**src/rtl/dma_chan_pkg.sv**
```systemverilog
package dma_chan_pkg;

   localparam int CTRL_W    = 16;
   localparam int CTRL_EN   = 0;
   localparam int CTRL_TE   = 1;
   localparam int CTRL_IE   = 2;
   localparam int CTRL_ERR  = 3;
   localparam int SIZE_LSB  = 4;
   localparam int SMODE_LSB = 12;
   localparam int DMODE_LSB = 14;
   localparam int MAX_BEATS = 8;
   localparam logic [2:0] GOP_RUN = 3'b001;

   localparam logic [2:0] RI_SRC  = 3'd0;
   localparam logic [2:0] RI_DST  = 3'd1;
   localparam logic [2:0] RI_CNT  = 3'd2;
   localparam logic [2:0] RI_CTRL = 3'd3;
   localparam logic [2:0] RI_GOP  = 3'd4;

   typedef enum logic [1:0] {
      AM_FIXED = 2'd0,
      AM_INC   = 2'd1,
      AM_DEC   = 2'd2,
      AM_BAD   = 2'd3
   } addr_mode_e;

   typedef enum logic [1:0] {
      ST_IDLE,
      ST_RD,
      ST_WR,
      ST_STEP
   } xfer_st_e;

   function automatic logic [5:0] unit_bytes(input logic [2:0] code);
      case (code)
         3'd0:    unit_bytes = 6'd8;
         3'd2:    unit_bytes = 6'd2;
         3'd3:    unit_bytes = 6'd4;
         3'd4:    unit_bytes = 6'd32;
         default: unit_bytes = 6'd1;
      endcase
   endfunction

   function automatic logic [3:0] unit_beats(input logic [2:0] code);
      logic [5:0] b;
      b = unit_bytes(code);
      unit_beats = (b > 6'd4) ? b[5:2] : 4'd1;
   endfunction

   function automatic logic [1:0] beat_len(input logic [2:0] code);
      case (unit_bytes(code))
         6'd1:    beat_len = 2'd0;
         6'd2:    beat_len = 2'd1;
         default: beat_len = 2'd2;
      endcase
   endfunction

endpackage

```
**src/rtl/dma_chan_regs.sv**
```systemverilog
module dma_chan_regs
   import dma_chan_pkg::*;
#(
   parameter int ADDR_W = 32,
   parameter int CNT_W  = 24,
   parameter int RA_W   = 3,
   parameter int DW     = 32
) (
   input  logic              clk,
   input  logic              rst_n,
   input  logic              sw_we,
   input  logic [RA_W-1:0]   sw_addr,
   input  logic [DW-1:0]     sw_wdata,
   input  logic              lock,
   input  logic              hw_step,
   input  logic [ADDR_W-1:0] hw_src,
   input  logic [ADDR_W-1:0] hw_dst,
   input  logic [CNT_W-1:0]  hw_cnt,
   input  logic              hw_set_te,
   input  logic              hw_set_err,
   output logic [ADDR_W-1:0] src_q,
   output logic [ADDR_W-1:0] dst_q,
   output logic [CNT_W-1:0]  cnt_q,
   output logic [CTRL_W-1:0] ctrl_q,
   output logic [2:0]        gop_q,
   output logic [DW-1:0]     rdata
);

   always_ff @(posedge clk or negedge rst_n) begin
      if (!rst_n) begin
         src_q  <= '0;
         dst_q  <= '0;
         cnt_q  <= '0;
         ctrl_q <= '0;
         gop_q  <= '0;
      end else begin
         if (sw_we && !lock) begin
            case (sw_addr)
               RA_W'(RI_SRC):  src_q  <= sw_wdata[ADDR_W-1:0];
               RA_W'(RI_DST):  dst_q  <= sw_wdata[ADDR_W-1:0];
               RA_W'(RI_CNT):  cnt_q  <= sw_wdata[CNT_W-1:0];
               RA_W'(RI_CTRL): ctrl_q <= sw_wdata[CTRL_W-1:0];
               RA_W'(RI_GOP):  gop_q  <= sw_wdata[2:0];
               default: ;
            endcase
         end
         if (hw_step) begin
            src_q <= hw_src;
            dst_q <= hw_dst;
            cnt_q <= hw_cnt;
         end
         if (hw_set_te)  ctrl_q[CTRL_TE]  <= 1'b1;
         if (hw_set_err) ctrl_q[CTRL_ERR] <= 1'b1;
      end
   end

   always_comb begin
      case (sw_addr)
         RA_W'(RI_SRC):  rdata = DW'(src_q);
         RA_W'(RI_DST):  rdata = DW'(dst_q);
         RA_W'(RI_CNT):  rdata = DW'(cnt_q);
         RA_W'(RI_CTRL): rdata = DW'(ctrl_q);
         RA_W'(RI_GOP):  rdata = DW'(gop_q);
         default:        rdata = '0;
      endcase
   end

endmodule

```
**src/rtl/dma_addr_step.sv**
```systemverilog
module dma_addr_step
   import dma_chan_pkg::*;
#(
   parameter int ADDR_W = 32
) (
   input  logic [ADDR_W-1:0] addr,
   input  logic [1:0]        mode,
   input  logic [5:0]        nbytes,
   output logic [ADDR_W-1:0] nxt,
   output logic              bad_mode,
   output logic              misaligned
);

   logic [ADDR_W-1:0] stride;

   assign stride = ADDR_W'(nbytes);

   always_comb begin
      case (addr_mode_e'(mode))
         AM_INC:  nxt = addr + stride;
         AM_DEC:  nxt = addr - stride;
         default: nxt = addr;
      endcase
   end

   assign bad_mode   = (addr_mode_e'(mode) == AM_BAD);
   assign misaligned = |(addr & (stride - ADDR_W'(1)));

endmodule

```
**src/rtl/dma_xfer_seq.sv**
```systemverilog
module dma_xfer_seq
   import dma_chan_pkg::*;
#(
   parameter int ADDR_W = 32,
   parameter int CNT_W  = 24,
   parameter int DW     = 32
) (
   input  logic              clk,
   input  logic              rst_n,
   input  logic              run_req,
   input  logic [CNT_W-1:0]  run_units,
   input  logic [CTRL_W-1:0] ctrl,
   input  logic [2:0]        gop,
   input  logic [ADDR_W-1:0] src,
   input  logic [ADDR_W-1:0] dst,
   input  logic [CNT_W-1:0]  cnt,
   input  logic              cfg_err,
   input  logic              mem_ready,
   input  logic [DW-1:0]     mem_rdata,
   output logic              busy,
   output logic              mem_valid,
   output logic              mem_we,
   output logic [ADDR_W-1:0] mem_addr,
   output logic [DW-1:0]     mem_wdata,
   output logic [1:0]        mem_len,
   output logic              hw_step,
   output logic [CNT_W-1:0]  hw_cnt,
   output logic              hw_set_te,
   output logic              hw_set_err
);

   localparam int BEAT_W = $clog2(MAX_BEATS);

   xfer_st_e          st;
   logic [BEAT_W-1:0] beat;
   logic [CNT_W:0]    left;
   logic [DW-1:0]     hold;

   logic [2:0]        size_code;
   logic [3:0]        nbeats;
   logic              last_beat;
   logic              runnable;
   logic              start;
   logic [CNT_W:0]    remaining;
   logic [CNT_W:0]    asked;
   logic [CNT_W:0]    grant;
   logic [ADDR_W-1:0] offs;

   assign size_code = ctrl[SIZE_LSB +: 3];
   assign nbeats    = unit_beats(size_code);
   assign last_beat = (beat == BEAT_W'(nbeats - 4'd1));
   assign runnable  = ctrl[CTRL_EN] & ~ctrl[CTRL_TE] & (gop == GOP_RUN);
   assign start     = (st == ST_IDLE) & run_req & runnable;

   assign remaining = (cnt == '0) ? {1'b1, {CNT_W{1'b0}}} : {1'b0, cnt};
   assign asked     = {1'b0, run_units};
   assign grant     = ((run_units == '0) || (asked > remaining)) ? remaining : asked;

   assign hw_set_err = start & cfg_err;
   assign hw_step    = (st == ST_STEP);
   assign hw_cnt     = cnt - CNT_W'(1);
   assign hw_set_te  = hw_step && (cnt == CNT_W'(1));

   assign offs      = ADDR_W'({beat, 2'b00});
   assign busy      = (st != ST_IDLE);
   assign mem_valid = (st == ST_RD) || (st == ST_WR);
   assign mem_we    = (st == ST_WR);
   assign mem_addr  = ((st == ST_WR) ? dst : src) + offs;
   assign mem_wdata = hold;
   assign mem_len   = beat_len(size_code);

   always_ff @(posedge clk or negedge rst_n) begin
      if (!rst_n) begin
         st   <= ST_IDLE;
         beat <= '0;
         left <= '0;
         hold <= '0;
      end else begin
         case (st)
            ST_IDLE: begin
               if (start && !cfg_err) begin
                  left <= grant;
                  beat <= '0;
                  st   <= ST_RD;
               end
            end
            ST_RD: begin
               if (mem_ready) begin
                  hold <= mem_rdata;
                  st   <= ST_WR;
               end
            end
            ST_WR: begin
               if (mem_ready) begin
                  if (last_beat) begin
                     beat <= '0;
                     st   <= ST_STEP;
                  end else begin
                     beat <= beat + BEAT_W'(1);
                     st   <= ST_RD;
                  end
               end
            end
            default: begin
               left <= left - (CNT_W+1)'(1);
               st   <= (left == (CNT_W+1)'(1)) ? ST_IDLE : ST_RD;
            end
         endcase
      end
   end

endmodule

```
**src/rtl/dma_chan_engine.sv**
```systemverilog
module dma_chan_engine
   import dma_chan_pkg::*;
#(
   parameter int ADDR_W = 32,
   parameter int CNT_W  = 24,
   parameter int RA_W   = 3,
   parameter int DW     = 32
) (
   input  logic              clk,
   input  logic              rst_n,
   input  logic              reg_we,
   input  logic [RA_W-1:0]   reg_addr,
   input  logic [DW-1:0]     reg_wdata,
   output logic [DW-1:0]     reg_rdata,
   input  logic              run_req,
   input  logic [CNT_W-1:0]  run_units,
   output logic              busy,
   output logic              mem_valid,
   output logic              mem_we,
   output logic [ADDR_W-1:0] mem_addr,
   output logic [1:0]        mem_len,
   output logic [DW-1:0]     mem_wdata,
   input  logic              mem_ready,
   input  logic [DW-1:0]     mem_rdata,
   output logic              irq
);

   localparam int NPTR = 2;

   if (DW != 32) begin : g_bad_dw
      $error("dma_chan_engine: beats are four bytes, DW must be 32");
   end
   if (ADDR_W < 8 || ADDR_W > DW) begin : g_bad_aw
      $error("dma_chan_engine: ADDR_W must lie in 8..DW");
   end
   if (CNT_W < 2 || CNT_W > DW) begin : g_bad_cw
      $error("dma_chan_engine: CNT_W must lie in 2..DW");
   end
   if (RA_W < 3) begin : g_bad_ra
      $error("dma_chan_engine: RA_W must be at least 3");
   end

   logic [ADDR_W-1:0] src_q, dst_q;
   logic [CNT_W-1:0]  cnt_q, hw_cnt;
   logic [CTRL_W-1:0] ctrl_q;
   logic [2:0]        gop_q;
   logic              hw_step, hw_set_te, hw_set_err;

   logic [ADDR_W-1:0] ptr_cur [NPTR];
   logic [ADDR_W-1:0] ptr_nxt [NPTR];
   logic [1:0]        ptr_mode [NPTR];
   logic [NPTR-1:0]   ptr_bad, ptr_mis;
   logic [5:0]        nbytes;
   logic              cfg_err;

   assign nbytes      = unit_bytes(ctrl_q[SIZE_LSB +: 3]);
   assign ptr_cur[0]  = src_q;
   assign ptr_cur[1]  = dst_q;
   assign ptr_mode[0] = ctrl_q[SMODE_LSB +: 2];
   assign ptr_mode[1] = ctrl_q[DMODE_LSB +: 2];

   for (genvar p = 0; p < NPTR; p++) begin : g_ptr
      dma_addr_step #(.ADDR_W(ADDR_W)) step_i (
         .addr       (ptr_cur[p]),
         .mode       (ptr_mode[p]),
         .nbytes     (nbytes),
         .nxt        (ptr_nxt[p]),
         .bad_mode   (ptr_bad[p]),
         .misaligned (ptr_mis[p])
      );
   end

   assign cfg_err = (|ptr_bad) | (|ptr_mis);

   dma_chan_regs #(
      .ADDR_W (ADDR_W),
      .CNT_W  (CNT_W),
      .RA_W   (RA_W),
      .DW     (DW)
   ) regs_i (
      .clk        (clk),
      .rst_n      (rst_n),
      .sw_we      (reg_we),
      .sw_addr    (reg_addr),
      .sw_wdata   (reg_wdata),
      .lock       (busy),
      .hw_step    (hw_step),
      .hw_src     (ptr_nxt[0]),
      .hw_dst     (ptr_nxt[1]),
      .hw_cnt     (hw_cnt),
      .hw_set_te  (hw_set_te),
      .hw_set_err (hw_set_err),
      .src_q      (src_q),
      .dst_q      (dst_q),
      .cnt_q      (cnt_q),
      .ctrl_q     (ctrl_q),
      .gop_q      (gop_q),
      .rdata      (reg_rdata)
   );

   dma_xfer_seq #(
      .ADDR_W (ADDR_W),
      .CNT_W  (CNT_W),
      .DW     (DW)
   ) seq_i (
      .clk        (clk),
      .rst_n      (rst_n),
      .run_req    (run_req),
      .run_units  (run_units),
      .ctrl       (ctrl_q),
      .gop        (gop_q),
      .src        (src_q),
      .dst        (dst_q),
      .cnt        (cnt_q),
      .cfg_err    (cfg_err),
      .mem_ready  (mem_ready),
      .mem_rdata  (mem_rdata),
      .busy       (busy),
      .mem_valid  (mem_valid),
      .mem_we     (mem_we),
      .mem_addr   (mem_addr),
      .mem_wdata  (mem_wdata),
      .mem_len    (mem_len),
      .hw_step    (hw_step),
      .hw_cnt     (hw_cnt),
      .hw_set_te  (hw_set_te),
      .hw_set_err (hw_set_err)
   );

   assign irq = ctrl_q[CTRL_IE] & ctrl_q[CTRL_TE];

endmodule

```
**config.mk**
```make
export PLATFORM = sky130hd
export DESIGN_NAME = dma_chan_engine
export DESIGN_NICKNAME = d
export VERILOG_FILES = /design/src/rtl/dma_chan_pkg.sv /design/src/rtl/dma_chan_regs.sv /design/src/rtl/dma_addr_step.sv /design/src/rtl/dma_xfer_seq.sv /design/src/rtl/dma_chan_engine.sv
export SDC_FILE = /design/constraint.sdc
export NUM_CORES = 1
export LEC_CHECK = 0
export ABC_CLOCK_PERIOD_IN_PS = 5700
export BUFFER_PORTS_ARGS = -buffer_cell sky130_fd_sc_hd__buf_2
export CORE_ASPECT_RATIO = 0.6
export CORE_MARGIN = 4
export CORE_UTILIZATION = 54
export CTS_CLUSTER_DIAMETER = 120
export DETAILED_ROUTE_END_ITERATION = 12
export HOLD_SLACK_MARGIN = 0.03
export MAX_ROUTING_LAYER = met4
export PLACE_DENSITY = 0.79
export SYNTH_ARGS = -nofsm -noshare
export SYNTH_HDL_FRONTEND = slang
export SYNTH_SLANG_ARGS = --single-unit
export TNS_END_PERCENT = 1
```
**constraint.sdc**
```tcl
create_clock -name clk -period 5.7 [get_ports clk]
set_input_delay 1.71 -clock clk [delete_from_list [all_inputs] [get_ports clk]]
set_output_delay 1.71 -clock clk [all_outputs]
set_load 0.05 [all_outputs]
```
* After elaboration in Yosys (flattened, before gate mapping)
Index checks and enable logic that the tools add are counted.
** Word-level totals
- Bits in registers :: 169
- Input bits :: 96
- Output and inout bits :: 102
- Word-level logic and storage cells :: 131
** Operators by class
- $add $sub $neg :: 10
- $lt $le $gt $ge :: 2
- Eq/ne operators :: 27
- Mux-type cells :: 34
- Bitwise operators :: 11
- Reductions and logical operators :: 36
** Operator list (number)
- $mux W32 :: 7
- $pmux W32 S5 :: 1
- $pmux W32 S2 :: 2
- $mux W25 :: 3
- $mux W24 :: 3
- $add A32 B6 Y32 :: 2
- $and A32 B32 Y32 :: 2
- $reduce_or A64 Y1 :: 1
- $sub A32 B6 Y32 :: 2
- $pmux W25 S2 :: 1
- $logic_not A24 Y1 :: 2
- $add A32 B5 Y32 :: 1
- $eq A25 B1 Y1 const B :: 1
- $gt A24 B25 Y1 :: 1
- $sub A25 B1 Y25 const B :: 1
- $eq A24 B1 Y1 const B :: 1
- $pmux W6 S4 :: 1
- $sub A24 B1 Y24 const B :: 1
- $reduce_bool A2 Y1 :: 10
- $reduce_and A2 Y1 :: 7
- $eq A2 B2 Y1 const B :: 6
- $eq A3 B2 Y1 const B :: 4
- $mux W3 :: 4
- $reduce_and A3 Y1 :: 4
- other kinds (28) :: 52

* Longest topological paths before layout
Gate-level depths: netlist of the first run.
- Word-level depth :: 10
- Mapped depth :: 19
- Depth with buffers taken out :: 17

* Modules after synthesis
From an unflattened synthesis of the first run, not the netlist that was laid out.
** Unflattened totals
- Cells, all modules :: 1970
- Area total of the unflattened synthesis :: 16488.3 um^2
** Modules (own cells, without submodules)
- dma_chan_regs :: instances 1, cells each 570, area each 5953.2 um^2, sequential area each 2677.6 um^2
- dma_xfer_seq :: instances 1, cells each 647, area each 5592.9 um^2, sequential area each 1551.5 um^2
- dma_addr_step (g_ptr[1].step_i) :: instances 1, cells each 382, area each 2477.4 um^2, sequential area each 0.0 um^2
- dma_addr_step (g_ptr[0].step_i) :: instances 1, cells each 363, area each 2407.3 um^2, sequential area each 0.0 um^2
- dma_chan_engine :: instances 1, cells each 8, area each 57.6 um^2, sequential area each 0.0 um^2

* Least setup slack after synthesis of the first run
No wires, ideal clock.
- Path type :: reg2out
- Start :: register seq_i.st[0]
- End :: output mem_addr[28]
- Arrival :: 5.362 ns
- Data required time :: 3.990 ns
- Setup slack :: -1.372 ns
- Cell stages (with the launch flop) :: 19
- Path buffers :: 5
- Path through :: dfrtp_1 -> inv_1 -> ha_1 -> buf_4 -> buf_2 -> buf_2 -> buf_1 -> buf_2 -> mux2_2 -> ha_1 -> fa_1 -> a21oi_1 -> nor3_1 -> and2_1 -> and2b_1 -> and2_1 -> and3_1 -> and2b_1 -> xnor2_1
** Between the ends
- Longest elaborated chain between the ends :: 3
** RTL lines
- from (decl) :: line dma_xfer_seq.sv:34 : xfer_st_e st;
- from (signal assigned) :: line dma_xfer_seq.sv:106 : st <= (left == (CNT_W+1)'(1)) ? ST_IDLE : ST_RD;
- $eq A2 B2 Y1
- via mem_we :: line dma_chan_engine.sv:19 : output logic mem_we,
- $mux W32 :: line dma_xfer_seq.sv:68 : assign mem_addr = ((st == ST_WR) ? dst : src) + offs;
- $add A32 B5 Y32 :: line dma_xfer_seq.sv:68
- to (decl) :: line dma_chan_engine.sv:20 : output logic [ADDR_W-1:0] mem_addr,
The timed path passes the listed nets, and every way through them passes these cells.

* Final worst setup path of the first run
- Start :: register seq_i.st[0]
- End :: output mem_addr[30]
** Between the ends
- Longest elaborated chain between the ends :: 3
** RTL lines (line)
- $eq A2 B2 Y1 :: dma_xfer_seq.sv:68
- $mux W32 :: dma_xfer_seq.sv:68
- $add A32 B5 Y32 :: dma_xfer_seq.sv:68
No other way between the ends.

==> results of run 1 <==
==> worst register-to-register path, stage by stage, from the launching register on <==
cell      delay, ps
dfrtp_1         550
nor2_1          290
and2_0          340
inv_2           130
ha_1            210
or2_2           470
ha_1            420
a21oi_1         230
and2_1          190
o211ai_1        120
o21ai_1         540
nand3_1         170
a221o_1         390
a21oi_1         190
xor2_1          410
o221ai_1        200
==> routing by layer <==
metal,vias up,GRT usage (%),routed length (um)
li1,6578,-,-
met1,7056,52.6,22400
met2,980,46.7,20200
met3,91,10.7,7160
met4,0,6.81,992
met5,-,-,0
==> cells by family (layout without fill, tap and decap cells) <==
group / after synthesis / in the layout / share of synthesized area (%)
AO/OA/AOI/OAI: 538 / 538 / 23.1
AND/OR/NAND/NOR: 538 / 538 / 17.7
flip-flops: 169 / 169 / 29.7
buffers and inverters: 159 / 324 / 4.53
multiplexers: 129 / 129 / 9.60
adder cells (fa/ha/maj): 108 / 108 / 9.66
XOR/XNOR: 92 / 92 / 5.67
other: 0 / 2 / 0
==> cells in the final DEF (no fill, tap or decap), types with 39 or more instances in the layout <==
cell,Yosys,final
buf_2,9,192
a22oi_1,45,45
nand2_1,176,175
xnor2_1,53,51
inv_1,62,61
mux2i_1,70,67
mux2_2,59,59
dfrtp_1,169,168
ha_1,105,102
a21o_1,39,39
o21ai_0,126,126
nor2_1,148,146
a21oi_1,176,174
==> worst min-delay path by stage <==
stage | startpoint | end | depth (start not counted)
global route | seq_i.mem_wdata[13] | seq_i.mem_wdata[13] | 1
detailed placement | seq_i.left[24] | seq_i.left[24] | 2
floorplan | seq_i.left[24] | seq_i.left[24] | 2
global placement | seq_i.left[24] | seq_i.left[24] | 2
CTS | seq_i.left[24] | seq_i.left[24] | 2
finish | seq_i.left[24] | seq_i.left[24] | 2
==> state kept, by name, summed over array words and instances, names as in the netlist <==
| name | count |
|---|---|
| regs_i.dst_q | 32 |
| seq_i.beat | 3 |
| seq_i.mem_wdata | 32 |
| seq_i.st | 2 |
| regs_i.gop_q | 3 |
| regs_i.cnt_q | 24 |
| regs_i.ctrl_q | 16 |
| regs_i.src_q | 32 |
| seq_i.left | 25 |
==> area by class of cell <==
type | instances | area (um^2) | area share (%)
antenna | 2 | 5.00 | 0.0308
inverter | 64 | 243 | 1.49
timing repair buffer | 228 | 1250 | 7.70
multi-input combinational | 1405 | 9520 | 58.6
sequential | 169 | 4230 | 26.0
clock inverter | 13 | 119 | 0.732
clock buffer | 19 | 443 | 2.73
tap | 352 | 440 | 2.71
==> per-stage QoR <==
stage	utilization, %	instance area [um^2]
floorplan	-	14300
global placement	60.7	15600
detailed placement	60.7	15600
CTS	63.1	16200
global route	63.4	16200
finish	63.4	16200
==> timing repair <==
| item | 4_1_cts | 5_1_grt |
|---|---|---|
| setup buffers | 0 | 5 |
| pin swaps | 0 | 2 |
| endpoints found under the setup margin | 5 | 5 |
| gates resized for setup | 9 | 14 |
==> results.yml, run 1 <==
yosys:
  synth_enable_flop_cells: 0
  synth_cell_types: 73
  yosysTopAreaCell: "dfrtp_1"
  ys_warn_count: 0
  synthCells: 1733
  ys_async_sr_fraction_pct: 100
  avgSynthCellArea_um2: 8.21
  synth.area.top_cells: "dfrtp_1, ha_1, a21oi_1"
  syn-num-nets: 1937
  yosys.area.top_type_share_pct: 29.7
  yosysSeqAreaShare_pct: 29.7
  synth_seq_cells: 169
  netlist_top_cells_count: "a21oi_1, nand2_1, dfrtp_1"
  mappedNetlistArea_mm2: 0.0142
  ys.flop_type: "dfrtp_1"
sta:
  whs_ps: 500
  slew_violations: 0
  fin_ws_ps: 123
  finClkSkew_ps: 12.7
  finalSetupViolCount: 0
  timing.final.crit_period_ps: 5580
  finalHoldViolations: 0
  finalCritPeriodShare_pct: 97.8
  max_freq_mhz: 179
  relSlewSlack_pct: 14.9
  worst_pin_slew_ps: 1270
  setup_tns_ps: 0
routing:
  routed_via_density: 6.53
  vias: 14700
  drtIter0Drc: 1940
  remaining_drc_errors: 0
  routed_wirelength_mm: 50.8
  drtAntennaViolNets: 0
  dr.pass1.iters: 7
  wl_per_cell_um: 22.5
setup_path:
  critPathRequiredTime_ps: 3990
  rr_endpoint: "regs_i.src_q[28]"
  critPathLaunch: "seq_i.st[0]"
  reg2reg_slack_ps: 700
  cp.arrival_ps: 3870
  critPathSlowestCell: "dfrtp_2"
  crit_family: "simple AND/OR/NAND/NOR gates"
  critical_path_cell_count: 15
  critPathCaptureType: "output pin"
  rr_worst_depth: 15
  start_kind: "flop"
  path_buf_inv: 2
  worstSetupPathType: "reg2out"
  cp_common_cell: "and2b_2"
  r2r_start: "regs_i.ctrl_q[5]"
  critPathMaxStageDelay_ps: 460
  crit_path_end: "mem_addr[30]"
  crit_chain: "inv_4 > ha_4 > mux2_2 > ha_2 > fa_2 > a21oi_4 > nor3_4 > and2_4 > and2b_2 > and2_1 > and3_4 > and2b_2 > nand2_4 > xnor2_4 > buf_6"
  path_max_fanout: 5
grt:
  grt_pass1_wl_mm: 78.0
  antenna_found_initial: 2
  gr-total-overflow: 0
  grt_max_degree: 88
  grt_pass1_vias: 13200
  grt_usage_pct: 35.2
clock_network:
  numCtsBuffers: 17
  cts_max_level: 4
  cts_tree: "built"
  clock_path_buffers: 2
  clkTransAtPathRegs_ps: 70
  postCtsHoldBufs: 0
  clock_latency_ps: 460
  cts.sinks: 169
  clockRootBuffer: "clkbuf_16"
die:
  start_util_pct: 55.5
  rows: 45
  die_height_um: 134
  die-area_mm2: 0.0291
  pin_count: 198
  fp.dieW_um: 217
  core_area_mm2: 0.0256
placed_design:
  dpl.hpwl_mm: 39.3
  routabilityCongestion: 1.03
  io_buffers: 197
  placed_cells: 2213
  place_ws_ps: 226
finish:
  drive_gt1_share_pct: 19.1
  nets: 2089
  instances_no_fill: 2252
  synthToLayoutAreaGrowth_pct: 14.3
  n_fill_cell: 2217
outcome:
  outcome: "complete, no violations"
worst_hold_path:
  hold_class: "reg2reg"
flow_run:
  cap_violations: 0
Power of run 1 is left out: the tool's default activity adds up to more than one toggle a clock period on the data nets, which glitch-free logic cannot reach.
==> inputs of run 2 (changes only) <==
--- a/config.mk
+++ b/config.mk
@@ -7,6 +7,7 @@
 export LEC_CHECK = 0
 export ABC_CLOCK_PERIOD_IN_PS = 5700
 export BUFFER_PORTS_ARGS = -buffer_cell sky130_fd_sc_hd__buf_2
+export CAP_MARGIN = 30
 export CORE_ASPECT_RATIO = 0.6
 export CORE_MARGIN = 4
 export CORE_UTILIZATION = 54
==> constraint.sdc (replaced) <==
create_clock -name clk -period 5.7 [get_ports clk]
set_input_delay 1.71 -clock clk [delete_from_list [all_inputs] [get_ports clk]]
set_output_delay 1.71 -clock clk [all_outputs]
set_load 0.02 [all_outputs]
==> run 2 against run 1 <==
Net effect: final cell count is 0.27% higher; wire length is 1.4% higher; via count is 1.3% lower; global-route usage is 0.42 points higher; register-to-register slack worse by 70 ps; cell area is 0.13% lower; fmax is 0.24% lower; critical path type unchanged; largest cell class unchanged.
==> results.yml, run 2 (synthesis results as in run 1) <==
clock_network:
  cts.sinks: 169
  cts_max_level: 4
  clock_latency_ps: 480
  clockRootBuffer: "clkbuf_16"
  clkTransAtPathRegs_ps: 80
  postCtsHoldBufs: 0
  cts_tree: "built"
  clock_path_buffers: 2
  numCtsBuffers: 17
sta:
  worst_pin_slew_ps: 1020
  finalSetupViolCount: 0
  finClkSkew_ps: 17.1
  timing.final.crit_period_ps: 5590
  finalCritPeriodShare_pct: 98.1
  max_freq_mhz: 179
  slew_violations: 0
  finalHoldViolations: 0
  relSlewSlack_pct: 31.6
setup_path:
  critPathRequiredTime_ps: 3990
  start_kind: "flop"
  worstSetupPathType: "reg2out"
  cp.arrival_ps: 3880
  path_max_fanout: 6
  critPathCaptureType: "output pin"
finish:
  layout_commonest_cell: "buf_2"
  nets: 2095
  multi_input_area_mm2: 0.00943
  instances_no_fill: 2258
  fin_area_mm2: 0.0162
  seq_area_mm2: 0.00423
  synthToLayoutAreaGrowth_pct: 14.1
  n_fill_cell: 2227
  drive_gt1_share_pct: 19.0
  final_cell_mix: "buf_2, nand2_1, a21oi_1, dfrtp_1, nor2_1"
die:
  core_area_mm2: 0.0256
  die_height_um: 134
  pin_count: 198
  fp.dieW_um: 217
  die-area_mm2: 0.0291
  start_util_pct: 55.5
  rows: 45
flow_run:
  cap_violations: 0
grt:
  grt_usage_pct: 35.6
  antenna_found_initial: 3
  gr-total-overflow: 0
  grt_pass1_wl_mm: 77.9
  grt_max_degree: 96
  grt_pass1_vias: 13300
placed_design:
  io_buffers: 197
  routabilityCongestion: 1.02
  dpl.hpwl_mm: 39.7
  placed_cells: 2217
  placed_area_mm2: 0.0155
power:
  powerDensity_mw_per_mm2: 721
  irDropWorstVdd_uv: 395
  p_leak_nw: 7.42
routing:
  wl_per_cell_um: 22.8
  remaining_drc_errors: 0
  drtIter0Drc: 1755
  drtAntennaViolNets: 0
  met3WireLength_mm: 7.11
  vias: 14500
  dr.pass1.iters: 6
  routed_wirelength_mm: 51.5
  routed_via_density: 6.43
  wl_met1_mm: 22.6
  top_layer_used: "met4"
  wl_met2_mm: 20.5
outcome:
  outcome: "complete, no violations"
worst_hold_path:
  hold_class: "reg2reg"
## run 2: cell count changes in the layout (fill, tap and decap cells not counted), sizes merged
cell	change
clkbuf	-5
bufinv	-1
buf	+9
clkinvlp	-1
inv	+4
## run 2: layout make-up
| type | count | share of cell area [%] |
|---|---|---|
| Clock buffer | 17 | 2.62 |
| Inverter | 64 | 1.48 |
| Clock inverter | 15 | 1.08 |
| Antenna cell | 2 | 0.0308 |
| Tap cell | 352 | 2.71 |
| Multi-Input combinational cell | 1405 | 58.1 |
| Sequential cell | 169 | 26.1 |
| Timing Repair Buffer | 234 | 7.89 |
## run 2: metal layers
| metal | up-vias | track usage [%] |
|---|---|---|
| met5 | - | - |
| met4 | 0 | 9.60 |
| met3 | 98 | 12.7 |
| met2 | 844 | 46.6 |
| met1 | 6983 | 51.6 |
| li1 | 6596 | - |
## run 2: worst max-delay path, cell delays in order, from the launching register on
cell and delay [ps]:
dfrtp_2 440, inv_2 100, ha_4 190, mux2_2 340, ha_1 220, fa_2 400, a21oi_4 200, nor3_2 90
and2_4 200, and2b_2 230, and2_1 200, and3_1 220, and2b_1 220, nand2_2 100, xnor2_2 100, buf_4 160
## run 2: timing repair
item | CTS | global route
pin swaps | 1 | 2
endpoints found under the hold margin | 0 | 0
buffers inserted | 0 | 5
endpoints found under the setup margin | 3 | 5
resized for setup | 6 | 7
## run 2: final timing paths
kind	cells after the start	from	end	slack, ps
worst max register to register	16	regs_i.ctrl_q[5]	regs_i.src_q[31]	630
worst min register to register	1	seq_i.mem_wdata[30]	seq_i.mem_wdata[30]	510
worst min-delay path	1	seq_i.mem_wdata[30]	seq_i.mem_wdata[30]	510
max in group asynchronous	2	rst_n	regs_i.dst_q[27]	3270
min in group asynchronous	1	rst_n	regs_i.ctrl_q[12]	1320
worst max-delay path	15	seq_i.st[0]	mem_addr[30]	110
## run 2: power by group
| group | internal [mW] | switching [mW] | leakage [nW] |
|---|---|---|---|
| Sequential | 1.77 | 0.862 | 2.01 |
| Clock | 0.592 | 0.618 | 0.294 |
| Combinational | 3.00 | 4.85 | 5.12 |
## run 2: per-stage QoR
stage | setup slack (ps) | TNS (ps) | power (mW) | hold WS (ps) | utilization, %
after floorplan | 2.95 | 0 | 7.88 | 461 | -
after global placement | 360 | 0 | 9.91 | 479 | 60.6
after detailed placement | 281 | 0 | 10.1 | 488 | 60.6
after CTS | 44.7 | 0 | 11.4 | 506 | 63.0
after global routing | -15.8 | -15.8 | 12.5 | 521 | 63.3
final | 109 | 0 | 11.7 | 506 | 63.3
Power figures use the tool's default switching activity.
